==> src/rtl/coh_pkg.sv <==
`timescale 1ns/1ps
package coh_pkg;
  typedef enum logic [2:0] {
    ST_I  = 3'd0,
    ST_VE = 3'd1,
    ST_SC = 3'd2,
    ST_SD = 3'd3,
    ST_D  = 3'd4
  } line_st_e;

  typedef enum logic [1:0] {
    OP_RD = 2'd0,
    OP_WR = 2'd1,
    OP_EV = 2'd2,
    OP_NP = 2'd3
  } lop_e;

  localparam logic SN_RD  = 1'b0;
  localparam logic SN_UPD = 1'b1;

  typedef struct packed {
    line_st_e st;
    logic     fetch;
    logic     upd;
    logic     wb;
    logic     tag_ld;
  } local_act_t;

  function automatic logic is_owner(line_st_e s);
    return (s == ST_D) || (s == ST_SD);
  endfunction
endpackage

==> src/rtl/coh_line_array.sv <==
`timescale 1ns/1ps
module coh_line_array
  import coh_pkg::*;
#(
  parameter int NUM_LINES = 4,
  parameter int TAG_W     = 8,
  localparam int IDX_W    = (NUM_LINES > 1) ? $clog2(NUM_LINES) : 1
) (
  input  logic                            clk_i,
  input  logic                            rst_ni,
  input  logic                            wr_en_i,
  input  logic [IDX_W-1:0]                wr_idx_i,
  input  line_st_e                        wr_st_i,
  input  logic                            wr_tag_en_i,
  input  logic [TAG_W-1:0]                wr_tag_i,
  output line_st_e [NUM_LINES-1:0]        st_o,
  output logic [NUM_LINES-1:0][TAG_W-1:0] tag_o
);
  for (genvar g = 0; g < NUM_LINES; g++) begin : g_line
    line_st_e         st_q;
    logic [TAG_W-1:0] tag_q;
    logic             sel;

    assign sel = wr_en_i && (wr_idx_i == IDX_W'(g));

    always_ff @(posedge clk_i or negedge rst_ni) begin
      if (!rst_ni) begin
        st_q  <= ST_I;
        tag_q <= '0;
      end else if (sel) begin
        st_q <= wr_st_i;
        if (wr_tag_en_i) tag_q <= wr_tag_i;
      end
    end

    assign st_o[g]  = st_q;
    assign tag_o[g] = tag_q;
  end
endmodule

==> src/rtl/coh_local_fsm.sv <==
`timescale 1ns/1ps
module coh_local_fsm
  import coh_pkg::*;
(
  input  line_st_e   cur_st_i,
  input  logic       hit_i,
  input  logic [1:0] op_i,
  input  logic       shared_i,
  output local_act_t act_o
);
  always_comb begin
    act_o        = '0;
    act_o.st     = cur_st_i;
    unique case (lop_e'(op_i))
      OP_RD: begin
        if (!hit_i) begin
          act_o.fetch  = 1'b1;
          act_o.tag_ld = 1'b1;
          act_o.wb     = is_owner(cur_st_i);  // victim owed to memory
          act_o.st     = shared_i ? ST_SC : ST_VE;
        end
      end
      OP_WR: begin
        if (hit_i) begin
          if (cur_st_i == ST_VE || cur_st_i == ST_D) begin
            act_o.st = ST_D;
          end else begin
            act_o.st  = ST_SD;
            act_o.upd = 1'b1;
          end
        end else begin
          act_o.fetch  = 1'b1;
          act_o.tag_ld = 1'b1;
          act_o.wb     = is_owner(cur_st_i);
          act_o.st     = shared_i ? ST_SD : ST_D;
          act_o.upd    = shared_i;
        end
      end
      OP_EV: begin
        act_o.wb = is_owner(cur_st_i);
        act_o.st = ST_I;
      end
      default: ;
    endcase
  end
endmodule

==> src/rtl/coh_snoop_fsm.sv <==
`timescale 1ns/1ps
module coh_snoop_fsm
  import coh_pkg::*;
(
  input  line_st_e cur_st_i,
  input  logic     hit_i,
  input  logic     op_i,
  output line_st_e nxt_st_o,
  output logic     supply_o,
  output logic     copy_upd_o
);
  always_comb begin
    nxt_st_o   = cur_st_i;
    supply_o   = 1'b0;
    copy_upd_o = 1'b0;
    if (hit_i) begin
      if (op_i == SN_RD) begin
        supply_o = 1'b1;
        nxt_st_o = is_owner(cur_st_i) ? ST_SD : ST_SC;  // owner keeps ownership
      end else begin
        copy_upd_o = 1'b1;
        nxt_st_o   = ST_SC;
      end
    end
  end
endmodule

==> src/rtl/coh_upd_ctrl.sv <==
`timescale 1ns/1ps
module coh_upd_ctrl
  import coh_pkg::*;
#(
  parameter int NUM_LINES = 4,
  parameter int TAG_W     = 8,
  localparam int IDX_W    = (NUM_LINES > 1) ? $clog2(NUM_LINES) : 1
) (
  input  logic             clk_i,
  input  logic             rst_ni,
  input  logic             req_valid_i,
  output logic             req_ready_o,
  input  logic [1:0]       req_op_i,
  input  logic [IDX_W-1:0] req_idx_i,
  input  logic [TAG_W-1:0] req_tag_i,
  input  logic             shared_i,
  input  logic             bus_busy_i,
  output logic             resp_valid_o,
  output logic             resp_hit_o,
  output logic [2:0]       resp_state_o,
  output logic             bus_fetch_o,
  output logic             bus_upd_o,
  output logic             wb_o,
  input  logic             snoop_valid_i,
  input  logic             snoop_op_i,
  input  logic [IDX_W-1:0] snoop_idx_i,
  input  logic [TAG_W-1:0] snoop_tag_i,
  output logic             snoop_hit_o,
  output logic             supply_o,
  output logic             copy_upd_o
);
  line_st_e [NUM_LINES-1:0]        st_arr;
  logic [NUM_LINES-1:0][TAG_W-1:0] tag_arr;

  line_st_e   cur_l, cur_s, s_nxt;
  logic       hit_l, hit_s, fire;
  logic       s_supply, s_cupd;
  local_act_t l_act;

  logic             wr_en, wr_tag_en;
  logic [IDX_W-1:0] wr_idx;
  line_st_e         wr_st;

  // snoops take the array; local requests wait
  assign req_ready_o = !bus_busy_i && !snoop_valid_i;
  assign fire        = req_valid_i && req_ready_o;

  assign cur_l = st_arr[req_idx_i];
  assign hit_l = (cur_l != ST_I) && (tag_arr[req_idx_i] == req_tag_i);

  assign cur_s = st_arr[snoop_idx_i];
  assign hit_s = snoop_valid_i && (cur_s != ST_I) && (tag_arr[snoop_idx_i] == snoop_tag_i);
  assign snoop_hit_o = hit_s;

  coh_local_fsm i_local (
    .cur_st_i (cur_l),
    .hit_i    (hit_l),
    .op_i     (req_op_i),
    .shared_i (shared_i),
    .act_o    (l_act)
  );

  coh_snoop_fsm i_snoop (
    .cur_st_i   (cur_s),
    .hit_i      (hit_s),
    .op_i       (snoop_op_i),
    .nxt_st_o   (s_nxt),
    .supply_o   (s_supply),
    .copy_upd_o (s_cupd)
  );

  always_comb begin
    wr_en     = 1'b0;
    wr_idx    = req_idx_i;
    wr_st     = l_act.st;
    wr_tag_en = 1'b0;
    if (hit_s) begin
      wr_en  = 1'b1;
      wr_idx = snoop_idx_i;
      wr_st  = s_nxt;
    end else if (fire) begin
      wr_en     = 1'b1;
      wr_tag_en = l_act.tag_ld;
    end
  end

  coh_line_array #(
    .NUM_LINES (NUM_LINES),
    .TAG_W     (TAG_W)
  ) i_lines (
    .clk_i       (clk_i),
    .rst_ni      (rst_ni),
    .wr_en_i     (wr_en),
    .wr_idx_i    (wr_idx),
    .wr_st_i     (wr_st),
    .wr_tag_en_i (wr_tag_en),
    .wr_tag_i    (req_tag_i),
    .st_o        (st_arr),
    .tag_o       (tag_arr)
  );

  line_st_e resp_st_q;

  always_ff @(posedge clk_i or negedge rst_ni) begin
    if (!rst_ni) begin
      resp_valid_o <= 1'b0;
      resp_hit_o   <= 1'b0;
      resp_st_q    <= ST_I;
      bus_fetch_o  <= 1'b0;
      bus_upd_o    <= 1'b0;
      wb_o         <= 1'b0;
      supply_o     <= 1'b0;
      copy_upd_o   <= 1'b0;
    end else begin
      resp_valid_o <= fire;
      resp_hit_o   <= fire && hit_l;
      bus_fetch_o  <= fire && l_act.fetch;
      bus_upd_o    <= fire && l_act.upd;
      wb_o         <= fire && l_act.wb;
      if (fire) resp_st_q <= l_act.st;
      supply_o     <= s_supply;
      copy_upd_o   <= s_cupd;
    end
  end

  assign resp_state_o = resp_st_q;
endmodule

==> config.mk <==
export PLATFORM = sky130hd
export DESIGN_NAME = coh_upd_ctrl
export DESIGN_NICKNAME = d
export VERILOG_FILES = /design/src/rtl/coh_pkg.sv /design/src/rtl/coh_line_array.sv /design/src/rtl/coh_local_fsm.sv /design/src/rtl/coh_snoop_fsm.sv /design/src/rtl/coh_upd_ctrl.sv
export SDC_FILE = /design/constraint.sdc
export NUM_CORES = 1
export LEC_CHECK = 0
export BUFFER_PORTS_ARGS = -buffer_cell sky130_fd_sc_hd__buf_2
export CAP_MARGIN = 20
export CELL_PAD_IN_SITES_DETAIL_PLACEMENT = 2
export CELL_PAD_IN_SITES_GLOBAL_PLACEMENT = 2
export CORE_MARGIN = 5
export CORE_UTILIZATION = 44
export DETAILED_ROUTE_END_ITERATION = 10
export PLACE_DENSITY_LB_ADDON = 0.1
export SLEW_MARGIN = 20
export SYNTH_ARGS = -nofsm -noshare
export SYNTH_HDL_FRONTEND = slang
export SYNTH_SLANG_ARGS = --single-unit
==> constraint.sdc <==
create_clock -name clk_i -period 4.8 [get_ports clk_i]
set_clock_uncertainty 0.2 [all_clocks]
set_input_delay 0.24 -clock clk_i [delete_from_list [all_inputs] [get_ports clk_i]]
set_output_delay 0.24 -clock clk_i [all_outputs]
set_load 0.05 [all_outputs]
Word-level counts from Yosys, hierarchy flattened
Index checks and enable logic that the tools add are counted.

word-level totals
  logic and storage cells = 91
  input port bits = 29
  output and inout port bits = 12
  bits in registers = 54

operators by class
  multiplexer cells = 34
  magnitude comparators = 2
  eq/ne operators = 12
  reduce and logical (&&, ||, !) cells = 27

operator list
  cell                  number
  $bmux W8 S2           2
  $mux W3               7
  $eq A8 B8 Y1          2
  $mux W8               2
  $mux W1               14
  $logic_and A1 B1 Y1   13
  $bmux W3 S2           2
  $pmux W3 S3           1
  $reduce_and A2 Y1     4
  $eq A2 B2 Y1 const B  3
  $eq A3 B2 Y1 const B  2
  $eq A3 B3 Y1 const B  2
  $lt A2 B3 Y1 const B  2
  $mux W2               3
  $reduce_bool A3 Y1    2
  $eq A2 B1 Y1 const B  2
  $logic_not A2 Y1      2
  $mux W4               1
  $pmux W1 S2           2
  $eq A3 B1 Y1 const B  1
  $logic_or A1 B1 Y1    3
  $logic_not A1 Y1      2
  $reduce_or A2 Y1      1

Logic depth before layout (Yosys ltp)
Gate-level depths: netlist (run 1).

  depth after elaboration = 9
  gate-level depth with buffers = 11

Modules after synthesis
From an unflattened synthesis (run 1), not the netlist that was laid out.

unflattened totals
  cell total of the unflattened synthesis = 236
  area total of the unflattened synthesis = 3183.1 um^2

by module, submodules not included
  module          cells each  times used  area an instance (um^2)
  coh_line_array  100         1           1755.4
  coh_upd_ctrl    101         1           1219.9
  coh_local_fsm   27          1           155.1
  coh_snoop_fsm   8           1           52.6

Worst setup path before layout (run 1)
OpenSTA, ideal clock, no wires.

  path type = input to register
  from = in snoop_idx_i[0]
  to = reg i_lines.g_line[2].tag_q[0]
  data required time = 4.475 ns
  stages = 10
  slack = 1.358 ns
  arrival = 3.117 ns
  library setup time = 0.125 ns
  cells stage by stage = buf_6 -> buf_8 -> mux4_1 -> xor2_1 -> or4_4 -> nor3_4 -> a32oi_1 -> nand2b_4 -> buf_6 -> mux2_4

on the way
  word-level cells in the longest chain between the ends = 9

ends and longest elaborated chain
  what                                                 line                  source
  start: declaration                                   coh_upd_ctrl.sv:26    input logic [IDX_W-1:0] snoop_idx_i,
  branches (longest 4 deep; another with $bmux W8 S2)  -
  $logic_and A1 B1 Y1 (*)                              coh_upd_ctrl.sv:52    assign hit_s = snoop_valid_i && (cur_s != ST_I) && (tag_arr[snoop_idx_i] == snoop_tag_i);
  via snoop_hit_o                                      coh_upd_ctrl.sv:28    output logic snoop_hit_o,
  $mux W2                                              coh_upd_ctrl.sv:77    if (hit_s) begin
  $eq A2 B2 Y1                                         coh_line_array.sv:24  assign sel = wr_en_i && (wr_idx_i == IDX_W'(g));
  $logic_and A1 B1 Y1                                  coh_line_array.sv:24
  $reduce_and A2 Y1 (no source line) (*)               -
  end signal: assignment                               coh_line_array.sv:32  if (wr_tag_en_i) tag_q <= wr_tag_i;
  end: declaration                                     coh_line_array.sv:21  logic [TAG_W-1:0] tag_q;

Mark *: on every way through the listed nets, which the timed path passes. The select of a mux whose other input is x is not followed.
A chain may end at the register's enable or synchronous reset.

Worst setup path in the final report (run 1)
  from = in req_idx_i[0]
  to = reg i_lines.g_line[1].tag_q[7]

on the way
  word-level cells in the longest chain between the ends = 9

ends and longest elaborated chain
  what                                                      line                                      source
  start: declaration                                        coh_upd_ctrl.sv:14                        input logic [IDX_W-1:0] req_idx_i,
  $bmux W8 S2 or $bmux W3 S2 (tied branches)                coh_upd_ctrl.sv:49, coh_upd_ctrl.sv:48
  $mux W8 (not written as such) or $mux W3 (tied branches)  coh_upd_ctrl.sv:49, coh_upd_ctrl.sv:48
  $eq A8 B8 Y1 or $reduce_bool A3 Y1 (tied branches)        coh_upd_ctrl.sv:49                        assign hit_l = (cur_l != ST_I) && (tag_arr[req_idx_i] == req_tag_i);
  $logic_and A1 B1 Y1                                       coh_upd_ctrl.sv:49
  $mux W2                                                   coh_local_fsm.sv:16, coh_local_fsm.sv:24
  $mux W1                                                   -
  $mux W1                                                   coh_upd_ctrl.sv:81                        end else if (fire) begin
  $mux W1                                                   coh_upd_ctrl.sv:77
  $reduce_and A2 Y1 (no source line) (*)                    -
  end signal: assignment                                    coh_line_array.sv:32
  end: declaration                                          coh_line_array.sv:21

Mark *: on every way between the ends. The rest lies on a longest branch, timed or not. The select of a mux whose other input is x is not followed.

==> results of run 1 <==
-- flip-flops by register name, summed over array words and instances, names as in the netlist --
name and count:
bus_fetch_o 1, bus_upd_o 1, copy_upd_o 1, i_lines.g_line.st_q 12, i_lines.g_line.tag_q 32, resp_hit_o 1
resp_state_o 3, resp_valid_o 1, supply_o 1, wb_o 1
-- cells in the final DEF (no fill, tap or decap), drive strengths merged --
cell type	count
dfrtp	54
buf	41
mux2	37
mux4	21
xnor2	13
nor2	12
nand2	11
o21ai	9
mux2i	8
nand2b	7
clkbuf	5
xor2	4
a21oi	4
nand3	4
nor3	3
inv	3
nor3b	3
a21boi	3
nand4	2
or3	2
nand3b	2
o31a	2
or2	2
a31oi	2
o2bb2ai	2
clkinvlp	2
dlygate4sd3	2
or4	1
o311ai	1
a2111oi	1
o211ai	1
and2	1
nor4	1
nor2b	1
and3	1
a32oi	1
a211oi	1
-- kinds of logic (layout without fill, tap and decap cells) --
| kind of cell | after synthesis | in the layout | synth area share [%] |
|---|---|---|---|
| AOI/OAI and AO/OA | 27 | 27 | 5.54 |
| xor gates and xnor gates | 17 | 17 | 4.68 |
| buffers and inverters | 15 | 53 | 3.81 |
| DFF | 54 | 54 | 42.5 |
| muxes | 66 | 66 | 33.2 |
| and+or+nand+nor | 53 | 53 | 10.3 |
-- per-layer routing --
layer | up-vias | share of wire, % | track usage (%)
met4 | 0 | 1.2 | 5.29
met1 | 1113 | 47 | 28.8
met5 | - | 0 | 0
met2 | 56 | 48 | 33.1
met3 | 8 | 3.8 | 3.47
li1 | 945 | - | -
-- power by group --
group | switching [W] | leakage (nW) | total, W | internal (W)
clock network | 0.000166 | 0.0408 | 0.000271 | 0.000105
logic | 0.000117 | 0.946 | 0.000210 | 0.0000928
registers | 0.0000271 | 0.735 | 0.000517 | 0.000489
-- worst paths after layout --
kind / from / end / slack, ns / cells after the start
worst max register to register: i_lines.g_line[3].st_q[0]$_DFFE_PN0P_ / i_lines.g_line[1].tag_q[7]$_DFFE_PN0P_ / 1.46 / 6
worst max-delay path: req_idx_i[0] / i_lines.g_line[1].tag_q[7]$_DFFE_PN0P_ / 1.40 / 7
worst min-delay path: req_tag_i[7] / i_lines.g_line[3].tag_q[7]$_DFFE_PN0P_ / 0.03 / 2
min in group asynchronous: rst_ni / i_lines.g_line[0].tag_q[4]$_DFFE_PN0P_ / 0.37 / 3
max in group asynchronous: rst_ni / resp_state_o[2]$_DFFE_PN0P_ / 3.55 / 3
worst min register to register: resp_state_o[2]$_DFFE_PN0P_ / resp_state_o[2]$_DFFE_PN0P_ / 0.28 / 2
-- final cells by class --
type | instances | area (um2)
inverter | 2 | 7.51
clock inverter | 3 | 23.8
timing repair buffer | 43 | 228
sequential | 54 | 1350
tap | 99 | 124
clock buffer | 5 | 68.8
multi-input combinational | 163 | 1710
fill | 728 | 3620
-- worst max-delay path: cells and delay by family --
| kind | cells | cell delay, ns |
|---|---|---|
| compound gates | 1 | 0.46 |
| mux | 2 | 1.03 |
| simple gates | 3 | 1.20 |
| buf+inv | 1 | 0.45 |
-- metrics by stage --
step | cells | setup WS [ns] | hold slack [ns] | area (um2)
6_report | 369 | 1.40 | 0.0316 | 3510
5_1_grt | 369 | 1.22 | 0.0299 | 3510
4_1_cts | 369 | 1.41 | 0.0266 | 3510
3_5_place_dp | 359 | 1.11 | 0.230 | 3400
3_3_place_gp | 359 | 1.15 | 0.222 | 3400
2_1_floorplan | 232 | 1.36 | -0.256 | 3180
==> summary.md, run 1 <==
| Metric | Value |
|---|---|
| Status | `finished, final reports clean` |
| Req. time, crit path | `approximately 4.8 ns` |
| Crit path DAT | `3.40 ns` |
| Total grt overflow | `0` |
| Die Span Y | `95.1 um` |
| Peak VDD IR | `about 0.00012 V` |
| DRC | `0` |
| Clock sinks | `54` |
| Bufs on Longest Clock Path | `2` |
| Port buffer count | `40` |
| Synth top area share | `a little over two fifths` |
| Ports | `a little over 40` |
| Area delta synth->final | `10.4%` |
| Setup TNS | `0 ns` |
| Max_cap viols | `0` |
| Vias/cell | `about 5.8` |
| Post-synth EDFFs | `0` |
| Layout cells sized above 1 | `around two fifths` |
| Total track usage | `around a fifth` |
| Die area | `approximately 9000 um2` |
| Final GP Congestion | `0.763` |
| Startpoint types | `input port` |
| Min-Delay Path Class | `in2reg` |
| Cell variety after synth | `44` |
| Worst Max-Slew Pin Slew | `around 0.67 ns` |
| Die W | `between 90 and 100 um` |
| Core Rows | `31` |
| Max Slew Vio Count | `0` |
| Main flop type after synthesis | `dfrtp_1` |
| Mean area per synthesized cell | `roughly 14 um2` |
| Total Power | `0.000998 W` |
| Register bit total from synthesis | `54` |
| Final HPWL DP | `6310 um` |
| Pwr dens | `between 200 and 300 nW/um2` |
| Hold Vio Cnt, Final | `0` |
| 1st-pass router iterations | `4` |
| Antenna violations before repair | `0` |
| Fin crit share | `between 70% and 80%` |
| Unrepaired setup endpoints after global routing | `false` |
| Final Net Count | `between 200 and 300` |
| Max Freq | `294 MHz` |
| Synth Instances | `approximately 230` |
| Pin count of the biggest net entering global routing | `55` |
| Vias in the first global route | `between 2000 and 2500` |
| Top cell type by total area after synthesis | `dfrtp_1` |
| CP Class | `in2reg` |
| CP Cell Sequence | `buf_2, mux4_2, o311ai_0, or3_1, nor3b_4, nand2b_4, mux2_1` |
| Synth top cells by count | `dfrtp_1, mux2_2, mux2_4` |
| CTS tree | `yes` |
| Synthesized area | `approximately 3200 um2` |
| First-pass GRT wire length | `approximately 14000 um` |
| Clock root cell | `clkbuf_8` |
| Critical path capture point type | `flip-flop` |
| CP max stage cell | `mux4_2` |
| Clock transition at the registers of the reported paths | `0.12 ns` |
| Post-CTS Resized | `0` |
| LEAKAGE | `1.72 nW` |
| Area contributors post-synth | `dfrtp_1, mux4_2, mux2_4` |
| Worst-Skew Late Latency | `between 0.3 and 0.4 ns` |
| Fin util | `49.2%` |
| Starting density of the core | `roughly 45%` |
| Drt wl/cell | `23.4 um` |
| Syn Nets | `between 200 and 300` |
| Final setup fails | `0` |
| DRT Wirelength | `8640 um` |
| Synth warnings | `0` |
| DR vias | `around 2100` |
| Slowest cell delay on critical path | `approximately 0.67 ns` |
| Post-synthesis sequential area ratio | `a little over two fifths` |
| Diode count | `0` |
| Worst Path Max Fanout | `17` |
| Hold-fix buffers, CTS | `2` |
| Tmin final | `approximately 3.4 ns` |
| Fraction of registers with async set/reset | `100%` |
| Setup repair bufs after CTS | `0` |
| Slew Limit Headroom | `54.3%` |
| CTS Buf Count | `5` |
| Core region area | `~7000 um2` |
| H-tree depth | `2` |
| Antenna Violating Nets Remaining | `0` |
| 1st-iter DRT viols | `63` |
| Most frequent cell after synthesis | `dfrtp_1` |
Note: power is estimated with default switching activity, not from simulation.
==> run 2, diff against run 1 <==
- CORE_UTILIZATION: 44 -> 40
- clock period: 4.8 -> 3.4 ns (I/O delays scaled with it)
==> run 2 against run 1 <==
Register-to-register slack lost 1.1 ns. Combinational power grew 50%. Critical endpoint is now snoop_hit_o. Largest cell class unchanged. Largest power group unchanged. Critical path depth shrank 1.
==> summary.md, run 2 (synthesis results as in run 1) <==
| Metric | Value |
|---|---|
| Critical path capture point type | `primary output (was flip-flop)` |
| Antenna Violating Nets Remaining | `0 (unchanged)` |
| LEAKAGE | `1.83 nW (was 1.72 nW)` |
| CTS Buf Count | `5 (unchanged)` |
| Setup TNS | `0 ns (unchanged)` |
| Total track usage | `18.3% (was 20.5%)` |
| Final GP Congestion | `0.794 (was 0.763)` |
| Drt wl/cell | `22.2 um (was 23.4 um)` |
| WHS Endpoint | `bus_upd_o$_DFF_PN0_ (was i_lines.g_line[3].tag_q[7]$_DFFE_PN0P_)` |
| Final setup fails | `0 (unchanged)` |
| First-pass GRT wire length | `13900 um (was 13700 um)` |
| Die W | `99.2 um (was 95.1 um)` |
| Max Freq | `about 330 MHz` |
| Max FFs per register | `32 (unchanged)` |
| Hold depth | `3 (was 2)` |
| Bufs on Longest Clock Path | `2 (unchanged)` |
| RR Endpoint | `i_lines.g_line[3].tag_q[4]$_DFFE_PN0P_ (was i_lines.g_line[1].tag_q[7]$_DFFE_PN0P_)` |
| Post-CTS Resized | `0 (unchanged)` |
| DRC | `0 (unchanged)` |
| Final HPWL DP | `6440 um (was 6310 um)` |
| Req. time, crit path | `3.03 ns (was 4.79 ns)` |
| Vias in the first global route | `2457 (was 2352)` |
| Die area | `9840 um2 (was 9040 um2)` |
| Unrepaired setup endpoints after global routing | `false (unchanged)` |
| Clock sinks | `54 (unchanged)` |
| CP max stage cell | `or4_4 (was mux4_2)` |
| Commonest non-fill, non-tap cell in the layout | `dfrtp_1 (unchanged)` |
| Area delta synth->final | `16.4% (was 10.4%)` |
| Hold Vio Cnt, Final | `0 (unchanged)` |
| Slowest cell delay on critical path | `0.56 ns (was 0.67 ns)` |
| Status | `finished, final reports clean (unchanged)` |
| Most frequent cells in the layout | `dfrtp_1, buf_2, mux2_2 (unchanged)` |
| Min-Delay Path Class | `in2reg (unchanged)` |
| DRT Wirelength | `8730 um (was 8640 um)` |
| Worst Max-Slew Pin Slew | `0.640 ns (was 0.669 ns)` |
| Fin crit share | `approximately nine tenths` |
| Crit path DAT | `2.68 ns (was 3.40 ns)` |
| R2r setup slk | `0.37 ns (was 1.46 ns)` |
| Most flops, register | `i_lines.g_line.tag_q (unchanged)` |
| CTS tree | `yes (unchanged)` |
| Worst-Skew Late Latency | `0.31 ns (was 0.32 ns)` |
| Core Rows | `32 (was 31)` |
| Max_cap viols | `0 (unchanged)` |
| Clock transition at the registers of the reported paths | `0.10 ns (was 0.12 ns)` |
| Clock root cell | `clkbuf_8 (unchanged)` |
| 1st-pass router iterations | `4 (unchanged)` |
| Antenna violations before repair | `0 (unchanged)` |
| Vias/cell | `5.58 (was 5.75)` |
| RR Startpoint | `i_lines.g_line[3].tag_q[2]$_DFFE_PN0P_ (was i_lines.g_line[3].st_q[0]$_DFFE_PN0P_)` |
| DR vias | `2200 (was 2122)` |
| Worst Path Max Fanout | `7 (was 17)` |
| Port buffer count | `40 (unchanged)` |
| Total grt overflow | `0 (unchanged)` |
| Hold Startpoint | `shared_i (was req_tag_i[7])` |
| CP Class | `reg2out (was in2reg)` |
| Slew Limit Headroom | `57.3% (was 54.3%)` |
| Hold_ws | `0.0151 ns (was 0.0316 ns)` |
| Pin count of the biggest net entering global routing | `30 (was 55)` |
| Layout cells sized above 1 | `41.8% (was 40.0%)` |
| Startpoint types | `flip-flop (was input port)` |
| Pwr dens | `386 nW/um2 (was 284 nW/um2)` |
| CP Cell Sequence | `mux4_2, xor2_1, or4_4, nor3_4, buf_4, buf_2 (was buf_2, mux4_2, o311ai_0, or3_1, nor3b_4, nand2b_4, mux2_1)` |
| Die Span Y | `99.2 um (was 95.1 um)` |
| Tmin final | `3.05 ns` |
| Starting density of the core | `41.2% (was 44.6%)` |
| Diode count | `0 (unchanged)` |
| Final Net Count | `320 (was 298)` |
| Length in cells of the worst reg-to-reg path | `7 (was 6)` |
| Max Slew Vio Count | `0 (unchanged)` |
| H-tree depth | `2 (unchanged)` |
| Peak VDD IR | `0.000159 V (was 0.000121 V)` |
| 1st-iter DRT viols | `73 (was 63)` |
| Ports | `41 (unchanged)` |
| Core region area | `7730 um2 (was 7140 um2)` |
## run 2: changes by cell type in the layout (fill, tap and decap cells not counted), sizes merged
cell	previous run	this run
buf	41	55
dlygate4sd3	2	10
clkbuf	5	6
clkinv	0	1
clkinvlp	2	1
inv	3	2
## run 2: worst max-delay path by stage
stage	startpoint	to	slack, ns	depth (start not counted)
3_5_place_dp	req_idx_i[0]	i_lines.g_line[2].st_q[2]$_DFFE_PN0P_	0.14	11
2_1_floorplan	snoop_idx_i[0]	i_lines.g_line[2].tag_q[0]$_DFFE_PN0P_	0.03	10
3_3_place_gp	req_idx_i[0]	i_lines.g_line[0].st_q[1]$_DFFE_PN0P_	0.18	10
5_1_grt	i_lines.g_line[3].st_q[0]$_DFFE_PN0P_	i_lines.g_line[1].tag_q[7]$_DFFE_PN0P_	0.22	6
4_1_cts	i_lines.g_line[3].tag_q[2]$_DFFE_PN0P_	snoop_hit_o	0.33	6
6_report	i_lines.g_line[3].tag_q[2]$_DFFE_PN0P_	snoop_hit_o	0.35	6
## run 2: per-layer routing
metal,routed length (um),global-route usage (%),up-vias
met1,4170,26.4,1162
met4,64,3.15,0
li1,-,-,990
met5,0,0,-
met3,278,2.66,5
met2,4220,29.7,43
## run 2: report_power, final
| group | switching [W] | internal (W) | total [W] |
|---|---|---|---|
| sequential | 0.0000362 | 0.000691 | 0.000727 |
| combinational | 0.000171 | 0.000143 | 0.000314 |
| clock | 0.000223 | 0.000165 | 0.000388 |
## run 2: per-stage QoR
step	util [%]	setup slack [ns]	cell area, um2	total power [W]	std cells
CTS	47.9	0.328	3700	0.00145	394
floorplan	-	0.0278	3180	0.000934	232
finish	47.9	0.347	3700	0.00143	394
global placement	45.4	0.181	3510	0.00103	376
detailed placement	45.4	0.138	3510	0.00105	376
global route	47.9	0.221	3700	0.00150	394
## run 2: area by class of cell
cell class | count | area, um2
clock inverter | 2 | 12.5
tap | 102 | 128
inverter | 2 | 7.51
sequential | 54 | 1350
timing repair buffer | 65 | 413
clock buffer | 6 | 82.6
fill | 765 | 4020
multi-input combinational | 163 | 1710
## run 2: worst max-delay path: cells and delay by family, from the launching register on
kind                      cells  cell delay (ns)
buffers and inverters         2             0.43
and+or+nand+nor               2             0.88
muxes                         1             0.48
DFF                           1             0.42
xor gates and xnor gates      1             0.16
## run 2: what timing repair did
item | in CTS | in global routing
buffers inserted | 0 | 0
endpoints found under the setup margin | 0 | 0
hold buffers | 10 | 0
endpoints found under the hold margin | 58 | 0
